### config.mk
export PLATFORM = sky130hd
export DESIGN_NAME = vmaint_status_gen
export DESIGN_NICKNAME = d
export VERILOG_FILES = /design/src/rtl/vmaint_pkg.sv /design/src/rtl/vmaint_lr_decode.sv /design/src/rtl/vmaint_status_core.sv /design/src/rtl/vmaint_status_gen.sv
export SDC_FILE = /design/constraint.sdc
export NUM_CORES = 1
export LEC_CHECK = 0
export BUFFER_PORTS_ARGS = -buffer_cell sky130_fd_sc_hd__buf_2
export CAP_MARGIN = 10
export CORE_AREA = 2 2 226 228
export DETAILED_ROUTE_END_ITERATION = 12
export DIE_AREA = 0 0 228 230
export HOLD_SLACK_MARGIN = 0.03
export PLACE_DENSITY = 0.31
export RECOVER_POWER = 100
export SLEW_MARGIN = 20
export SYNTH_ARGS = -nofsm -noshare
export SYNTH_HDL_FRONTEND = slang
export SYNTH_SLANG_ARGS = --single-unit
### constraint.sdc
create_clock -name clk -period 3.7 [get_ports clk]
set_input_delay 0 -clock clk [delete_from_list [all_inputs] [get_ports clk]]
set_output_delay 0 -clock clk [all_outputs]
set_load 0.02 [all_outputs]
### src/rtl/vmaint_pkg.sv
// Package: shared widths and bit positions for the maintenance status generator.
// Assumes 64-bit list register entries and a 32-bit hypervisor control word.
package vmaint_pkg;
    localparam int LR_W        = 64;
    localparam int MAX_LR      = 16;
    localparam int CNT_W       = 5;

    // list register fields
    localparam int LR_ACT_BIT  = 63;
    localparam int LR_PEND_BIT = 62;
    localparam int LR_HW_BIT   = 61;
    localparam int LR_REQ_BIT  = 41;

    // hypervisor control fields
    localparam int CTL_EN      = 0;
    localparam int CTL_UND_IE  = 1;
    localparam int CTL_NP_IE   = 2;
    localparam int CTL_NOPEND_IE = 3;
    localparam int CTL_G0ON_IE = 4;
    localparam int CTL_G0OFF_IE = 5;
    localparam int CTL_G1ON_IE = 6;
    localparam int CTL_G1OFF_IE = 7;
    localparam int CTL_CNT_LSB = 27;
    localparam int CTL_CNT_MSB = 31;

    // status word layout
    localparam int ST_W        = 8;

    typedef struct packed {
        logic g1_off;
        logic g1_on;
        logic g0_off;
        logic g0_on;
        logic no_pend;
        logic not_present;
        logic underflow;
        logic eoi;
    } maint_status_t;
endpackage

### src/rtl/vmaint_lr_decode.sv
// Module: vmaint_lr_decode
// Decodes one list register entry into empty, finished-with-notification and
// pending flags. Assumes the package field positions; other bits are ignored.
module vmaint_lr_decode
    import vmaint_pkg::*;
(
    input  logic [LR_W-1:0] lr_word,
    output logic            lr_empty,
    output logic            lr_eoi,
    output logic            lr_pending
);
    logic unused_lr_bits;

    // Purpose: classify the entry from its state, hardware and request bits.
    always_comb begin
        lr_empty   = ~(lr_word[LR_ACT_BIT] | lr_word[LR_PEND_BIT]);
        lr_eoi     = lr_empty & ~lr_word[LR_HW_BIT] & lr_word[LR_REQ_BIT];
        lr_pending = lr_word[LR_PEND_BIT];
    end

    assign unused_lr_bits = ^{lr_word[LR_HW_BIT-1:LR_REQ_BIT+1], lr_word[LR_REQ_BIT-1:0]};
endmodule

### src/rtl/vmaint_status_core.sv
// Module: vmaint_status_core
// Combines the per-entry bitmaps with the control words into the maintenance
// status word. Assumes empty_map bits at or above NUM_LR are zero.
module vmaint_status_core
    import vmaint_pkg::*;
#(
    parameter int NUM_LR = 8
)
(
    input  logic [MAX_LR-1:0] eoi_map,
    input  logic [MAX_LR-1:0] empty_map,
    input  logic              pend_any,
    input  logic [31:0]       hv_ctrl,
    input  logic [1:0]        vm_grp_en,
    output maint_status_t     status
);
    localparam logic [CNT_W-1:0] NUM_LR_C = CNT_W'(NUM_LR);

    logic [CNT_W-1:0] empty_cnt;
    logic [CNT_W-1:0] used_cnt;
    logic             unused_ctl_bits;

    // Purpose: count the free entries in the bitmap.
    always_comb begin
        empty_cnt = '0;
        for (int i = 0; i < MAX_LR; i++) begin
            empty_cnt = empty_cnt + CNT_W'(empty_map[i]);
        end
        used_cnt = NUM_LR_C - empty_cnt;
    end

    // Purpose: evaluate each maintenance cause under its own enable.
    always_comb begin
        status.eoi         = |eoi_map;
        status.underflow   = hv_ctrl[CTL_UND_IE] && (used_cnt <= CNT_W'(1));
        status.not_present = hv_ctrl[CTL_NP_IE] && (hv_ctrl[CTL_CNT_MSB:CTL_CNT_LSB] != '0);
        status.no_pend     = hv_ctrl[CTL_NOPEND_IE] && !pend_any;
        status.g0_on       = hv_ctrl[CTL_G0ON_IE]  &&  vm_grp_en[0];
        status.g0_off      = hv_ctrl[CTL_G0OFF_IE] && !vm_grp_en[0];
        status.g1_on       = hv_ctrl[CTL_G1ON_IE]  &&  vm_grp_en[1];
        status.g1_off      = hv_ctrl[CTL_G1OFF_IE] && !vm_grp_en[1];
    end

    assign unused_ctl_bits = ^{hv_ctrl[CTL_CNT_LSB-1:CTL_G1OFF_IE+1], hv_ctrl[CTL_EN]};
endmodule

### src/rtl/vmaint_status_gen.sv
// Module: vmaint_status_gen (top)
// Decodes NUM_LR list register entries, builds the maintenance status word and
// registers all outputs. Assumes 1 <= NUM_LR <= 16 and synchronous inputs.
module vmaint_status_gen
    import vmaint_pkg::*;
#(
    parameter int NUM_LR = 8
)
(
    input  logic                   clk,
    input  logic                   rst_n,
    input  logic [NUM_LR*LR_W-1:0] lr_bank,
    input  logic [31:0]            hv_ctrl,
    input  logic [1:0]             vm_grp_en,
    output logic [MAX_LR-1:0]      eoi_map,
    output logic [MAX_LR-1:0]      empty_map,
    output logic [ST_W-1:0]        maint_status,
    output logic                   maint_irq
);
    logic [MAX_LR-1:0] eoi_nxt;
    logic [MAX_LR-1:0] empty_nxt;
    logic [MAX_LR-1:0] pend_nxt;
    maint_status_t     status_nxt;
    logic              irq_nxt;

    // one decoder per implemented entry, zeros above
    for (genvar g = 0; g < MAX_LR; g++) begin : g_lr
        if (g < NUM_LR) begin : g_impl
            vmaint_lr_decode u_dec (
                .lr_word    (lr_bank[g*LR_W +: LR_W]),
                .lr_empty   (empty_nxt[g]),
                .lr_eoi     (eoi_nxt[g]),
                .lr_pending (pend_nxt[g])
            );
        end else begin : g_absent
            assign empty_nxt[g] = 1'b0;
            assign eoi_nxt[g]   = 1'b0;
            assign pend_nxt[g]  = 1'b0;
        end
    end

    vmaint_status_core #(.NUM_LR(NUM_LR)) u_core (
        .eoi_map   (eoi_nxt),
        .empty_map (empty_nxt),
        .pend_any  (|pend_nxt),
        .hv_ctrl   (hv_ctrl),
        .vm_grp_en (vm_grp_en),
        .status    (status_nxt)
    );

    // Purpose: gate the interrupt level with the global enable.
    always_comb begin
        irq_nxt = hv_ctrl[CTL_EN] && (status_nxt != '0);
    end

    // Purpose: register all outputs, cleared by synchronous reset.
    always_ff @(posedge clk) begin
        if (!rst_n) begin
            eoi_map      <= '0;
            empty_map    <= '0;
            maint_status <= '0;
            maint_irq    <= 1'b0;
        end else begin
            eoi_map      <= eoi_nxt;
            empty_map    <= empty_nxt;
            maint_status <= status_nxt;
            maint_irq    <= irq_nxt;
        end
    end

    // a finished entry must also be free
    assert_eoi_implies_empty_R1: assert property (@(posedge clk) disable iff (!rst_n)
        (eoi_map & ~empty_map) == '0);

    // no bits above the implemented entries
    assert_upper_bits_zero_R3: assert property (@(posedge clk) disable iff (!rst_n)
        ((eoi_map | empty_map) >> NUM_LR) == '0);

    // EOI status bit tracks the registered bitmap
    assert_eoi_status_R4: assert property (@(posedge clk) disable iff (!rst_n)
        maint_status[0] == (|eoi_map));

    // underflow needs its enable one edge earlier
    assert_underflow_enable_R5: assert property (@(posedge clk) disable iff (!rst_n)
        maint_status[1] |-> $past(hv_ctrl[CTL_UND_IE]));

    // no-pending needs its enable one edge earlier
    assert_nopend_enable_R7: assert property (@(posedge clk) disable iff (!rst_n)
        maint_status[3] |-> $past(hv_ctrl[CTL_NOPEND_IE]));

    // interrupt only with a cause present
    assert_irq_has_cause_R9: assert property (@(posedge clk) disable iff (!rst_n)
        maint_irq |-> (maint_status != '0));

    // interrupt only with the global enable set one edge earlier
    assert_irq_enabled_R9: assert property (@(posedge clk) disable iff (!rst_n)
        maint_irq |-> $past(hv_ctrl[CTL_EN]));
endmodule

==> qor.txt <==
======================================================================================
Synthesis Warnings ......................................................            0
Sinks on Clock Net ......................................................           25
Initial Utilization .....................................................       2.472%
Family with the most delay on the worst path ............................  adder cells
Worst path arrival time .................................................      3.54 ns
Unique masters post-synth ...............................................           31
Leakage power figure ....................................................    0.9612 nW
Combined area of all synthesized cells ..................................    1232 um^2
Layout Nets .............................................................          794
Syn_area_per_cell .......................................................   10.02 um^2
Final hold vios .........................................................            0
Type of the tightest min-delay check .................................... input port to register
Placement Rows ..........................................................           82
Highest net fanout along the worst path .................................            3
TritonCTS clock tree ....................................................        built
Drt first-iter violations ...............................................           38
GR Util All Layers ......................................................       2.919%
Remaining Overflow, GRT .................................................            0
Most common library cell in the layout ignoring fill and taps ........... sky130_fd_sc_hd__buf_2
Clock tree root driver cell ............................................. sky130_fd_sc_hd__clkbuf_16
Antenna violations before repair ........................................            9
Clock Tree Buf Depth ....................................................            2
Largest cells by area after synthesis ................................... sky130_fd_sc_hd__dfxtp_1 (41%), sky130_fd_sc_hd__buf_4 (9.7%), sky130_fd_sc_hd__ha_1 (9.1%), sky130_fd_sc_hd__and3b_1 (5.0%), sky130_fd_sc_hd__nor4b_1 (4.3%)
Count of unresolved DRC violations after routing ........................            0
Type of origin of the critical path .....................................   input port
Critical path, cell by cell ............................................. dlygate4sd3_1 > buf_2 > nor2_1 > ha_1 > ha_1 > inv_1 > fa_1 > fa_1 > ha_1 > inv_1 > ha_1 > nand2_1 > a2111oi_2 > clkbuf_1 > a2111oi_2 > a41oi_2
Post-synthesis sequential element count .................................           25
Number of antenna-violating nets in the routed design ...................            0
Clock buffer count from CTS .............................................            3
Via count ...............................................................         1253
Slew at the pin closest to its max-slew limit ...........................    0.9090 ns
Proportion of synthesized flip-flops having asynchronous set or reset ...           0%
Maximum level of the CTS H-tree .........................................            1
Data required time at the worst endpoint ................................      3.84 ns
Most repeated library cell on the critical path ......................... sky130_fd_sc_hd__ha_1
Die H ...................................................................       230 um
Cell count after synthesis ..............................................          123
Fmax ....................................................................   0.2941 GHz
Total Wirelength ........................................................     7.707 mm
Slew HR .................................................................       38.55%
Die width ...............................................................       228 um
Maximum resistive drop on vdd ...........................................     135.6 uV
Post-route minimum period ...............................................     3.400 ns
Power density of the placed cells ....................................... 268.2 nW/um^2
Final total negative setup slack ........................................         0 ns
Reported max-cap violation count ........................................            0
Die footprint ...........................................................   52440 um^2
Final setup vio count ...................................................            0
Slowest cell on the critical path ....................................... sky130_fd_sc_hd__dlygate4sd3_1
Per-cell routed wire length .............................................     8.488 um
Buffers plus inverters on the worst setup path ..........................            5
Setup bufs post-CTS .....................................................            0
Syn-to-layout area delta ................................................       123.9%
Final HPWL from detailed placement ......................................     6.806 mm
Number of top-level pins ................................................          589
Top cell type by total area after synthesis ............................. sky130_fd_sc_hd__dfxtp_1
Global-route wire length before repair ..................................     9.970 mm
Via count of the first global-routing pass ..............................         1242
Number of flops mapped to enable cells by yosys .........................            0
Count of pins over their slew limit .....................................            0
Clock slew at the register clock pins of the worst setup and hold paths .      0.09 ns
Routed vias/inst ........................................................        1.380
Dominant synthesized flop cell .......................................... sky130_fd_sc_hd__dfxtp_1
Final period util .......................................................       91.89%
Share of cells above drive strength 1 ...................................       22.22%
Result of the run ....................................................... finished clean
IO Port Bufs ............................................................           73
Highest-count cells in the layout ignoring fill and taps ................ sky130_fd_sc_hd__buf_2 (42), sky130_fd_sc_hd__dlygate4sd3_1 (34), sky130_fd_sc_hd__clkbuf_1 (32)
RSZ-0062 raised after global routing ....................................        false
Area of the core region .................................................   49860 um^2
Gp weighted congestion ..................................................       0.6496
Number of detailed-route iterations in the first pass ...................            4
Start-to-end type of the worst setup path ............................... input port to register
Sort of element at the end of the critical path .........................     register
Area share of the leading cell type in the synthesized netlist ..........       40.61%
Register area share after synthesis .....................................       40.61%
Maximum number of pins on one net before global-route repair ............           17
Highest cell delay on the worst timing path .............................      0.58 ns
Total design power ......................................................    0.7399 mW
======================================================================================
-- logic make-up after synthesis --
family / after synthesis / synth area share (%)
other cells: 1 / 0.3043
fa+ha+maj: 12 / 13.20
simple gates: 48 / 25.58
xor+xnor: 2 / 1.422
flops: 25 / 40.61
compound gates: 7 / 5.380
buf+inv: 28 / 13.50
-- state kept, by name (all words and copies together) (netlist names) --
name and cells:
empty_map 8, eoi_map 8, maint_irq 1, maint_status 8
-- repair_timing --
action	CTS	global route
endpoints found under the setup margin	0	1
resized for setup	0	2
hold buffers	34	0
hold endpoints to repair	19	0
-- worst paths after layout --
check | end | depth (start not counted) | startpoint
worst max-delay path | maint_irq | 16 | lr_bank[63]
worst min-delay path | eoi_map[0] | 2 | lr_bank[61]
-- layer usage --
metal	GRT usage [%]	part of all wire (%)	up-vias
met3	1.811	13	19
met2	4.306	41	71
met1	3.469	43	539
met4	0.9191	1.9	8
met5	0	0.71	-
li1	-	-	616
-- report_power, final --
| group | switching (mW) | total, mW | internal [mW] |
|---|---|---|---|
| Combinational | 0.103 | 0.178 | 0.0755 |
| Clock | 0.129 | 0.280 | 0.151 |
| Sequential | 0.00283 | 0.282 | 0.279 |
| Total | 0.235 | 0.740 | 0.505 |
-- synthesized netlist by cell type (2+ instances only) --
master and instances:
sky130_fd_sc_hd__nand2_1 3, sky130_fd_sc_hd__nor2_1 12, sky130_fd_sc_hd__inv_1 10, sky130_fd_sc_hd__nor4b_1 6, sky130_fd_sc_hd__and2_1 2, sky130_fd_sc_hd__buf_4 16
sky130_fd_sc_hd__a31oi_1 2, sky130_fd_sc_hd__and3_1 2, sky130_fd_sc_hd__and3b_1 7, sky130_fd_sc_hd__ha_1 9, sky130_fd_sc_hd__nor3_2 3, sky130_fd_sc_hd__nor3_1 6
sky130_fd_sc_hd__nor4_1 2, sky130_fd_sc_hd__fa_1 2, sky130_fd_sc_hd__dfxtp_1 25
-- stage by stage --
| stage | setup WS [ns] | utilization [%] | cells | hold WS, ns | area [um^2] |
|---|---|---|---|---|---|
| floorplan | 0.8248 | - | 138 | 0.07360 | 1289 |
| global placement | 0.1050 | 4.783 | 868 | 0.1994 | 2385 |
| detailed placement | 0.07812 | 4.783 | 868 | 0.2073 | 2385 |
| CTS | 0.004310 | 5.633 | 906 | 0.03577 | 2809 |
| global route | 0.08274 | 5.523 | 906 | 0.05516 | 2754 |
| finish | 0.3000 | 5.533 | 908 | 0.04667 | 2759 |
-- final cells by class --
cell class / instances / area, um^2
Inverter: 11 / 41.29
Antenna cell: 2 / 5.005
Clock inverter: 1 / 8.758
Multi-Input combinational cell: 85 / 609.3
Tap cell: 672 / 840.8
Timing Repair Buffer: 109 / 678.2
Fill cell: 5971 / 47100
Sequential cell: 25 / 500.5
Clock buffer: 3 / 75.07
Power figures use the tool's default switching activity.
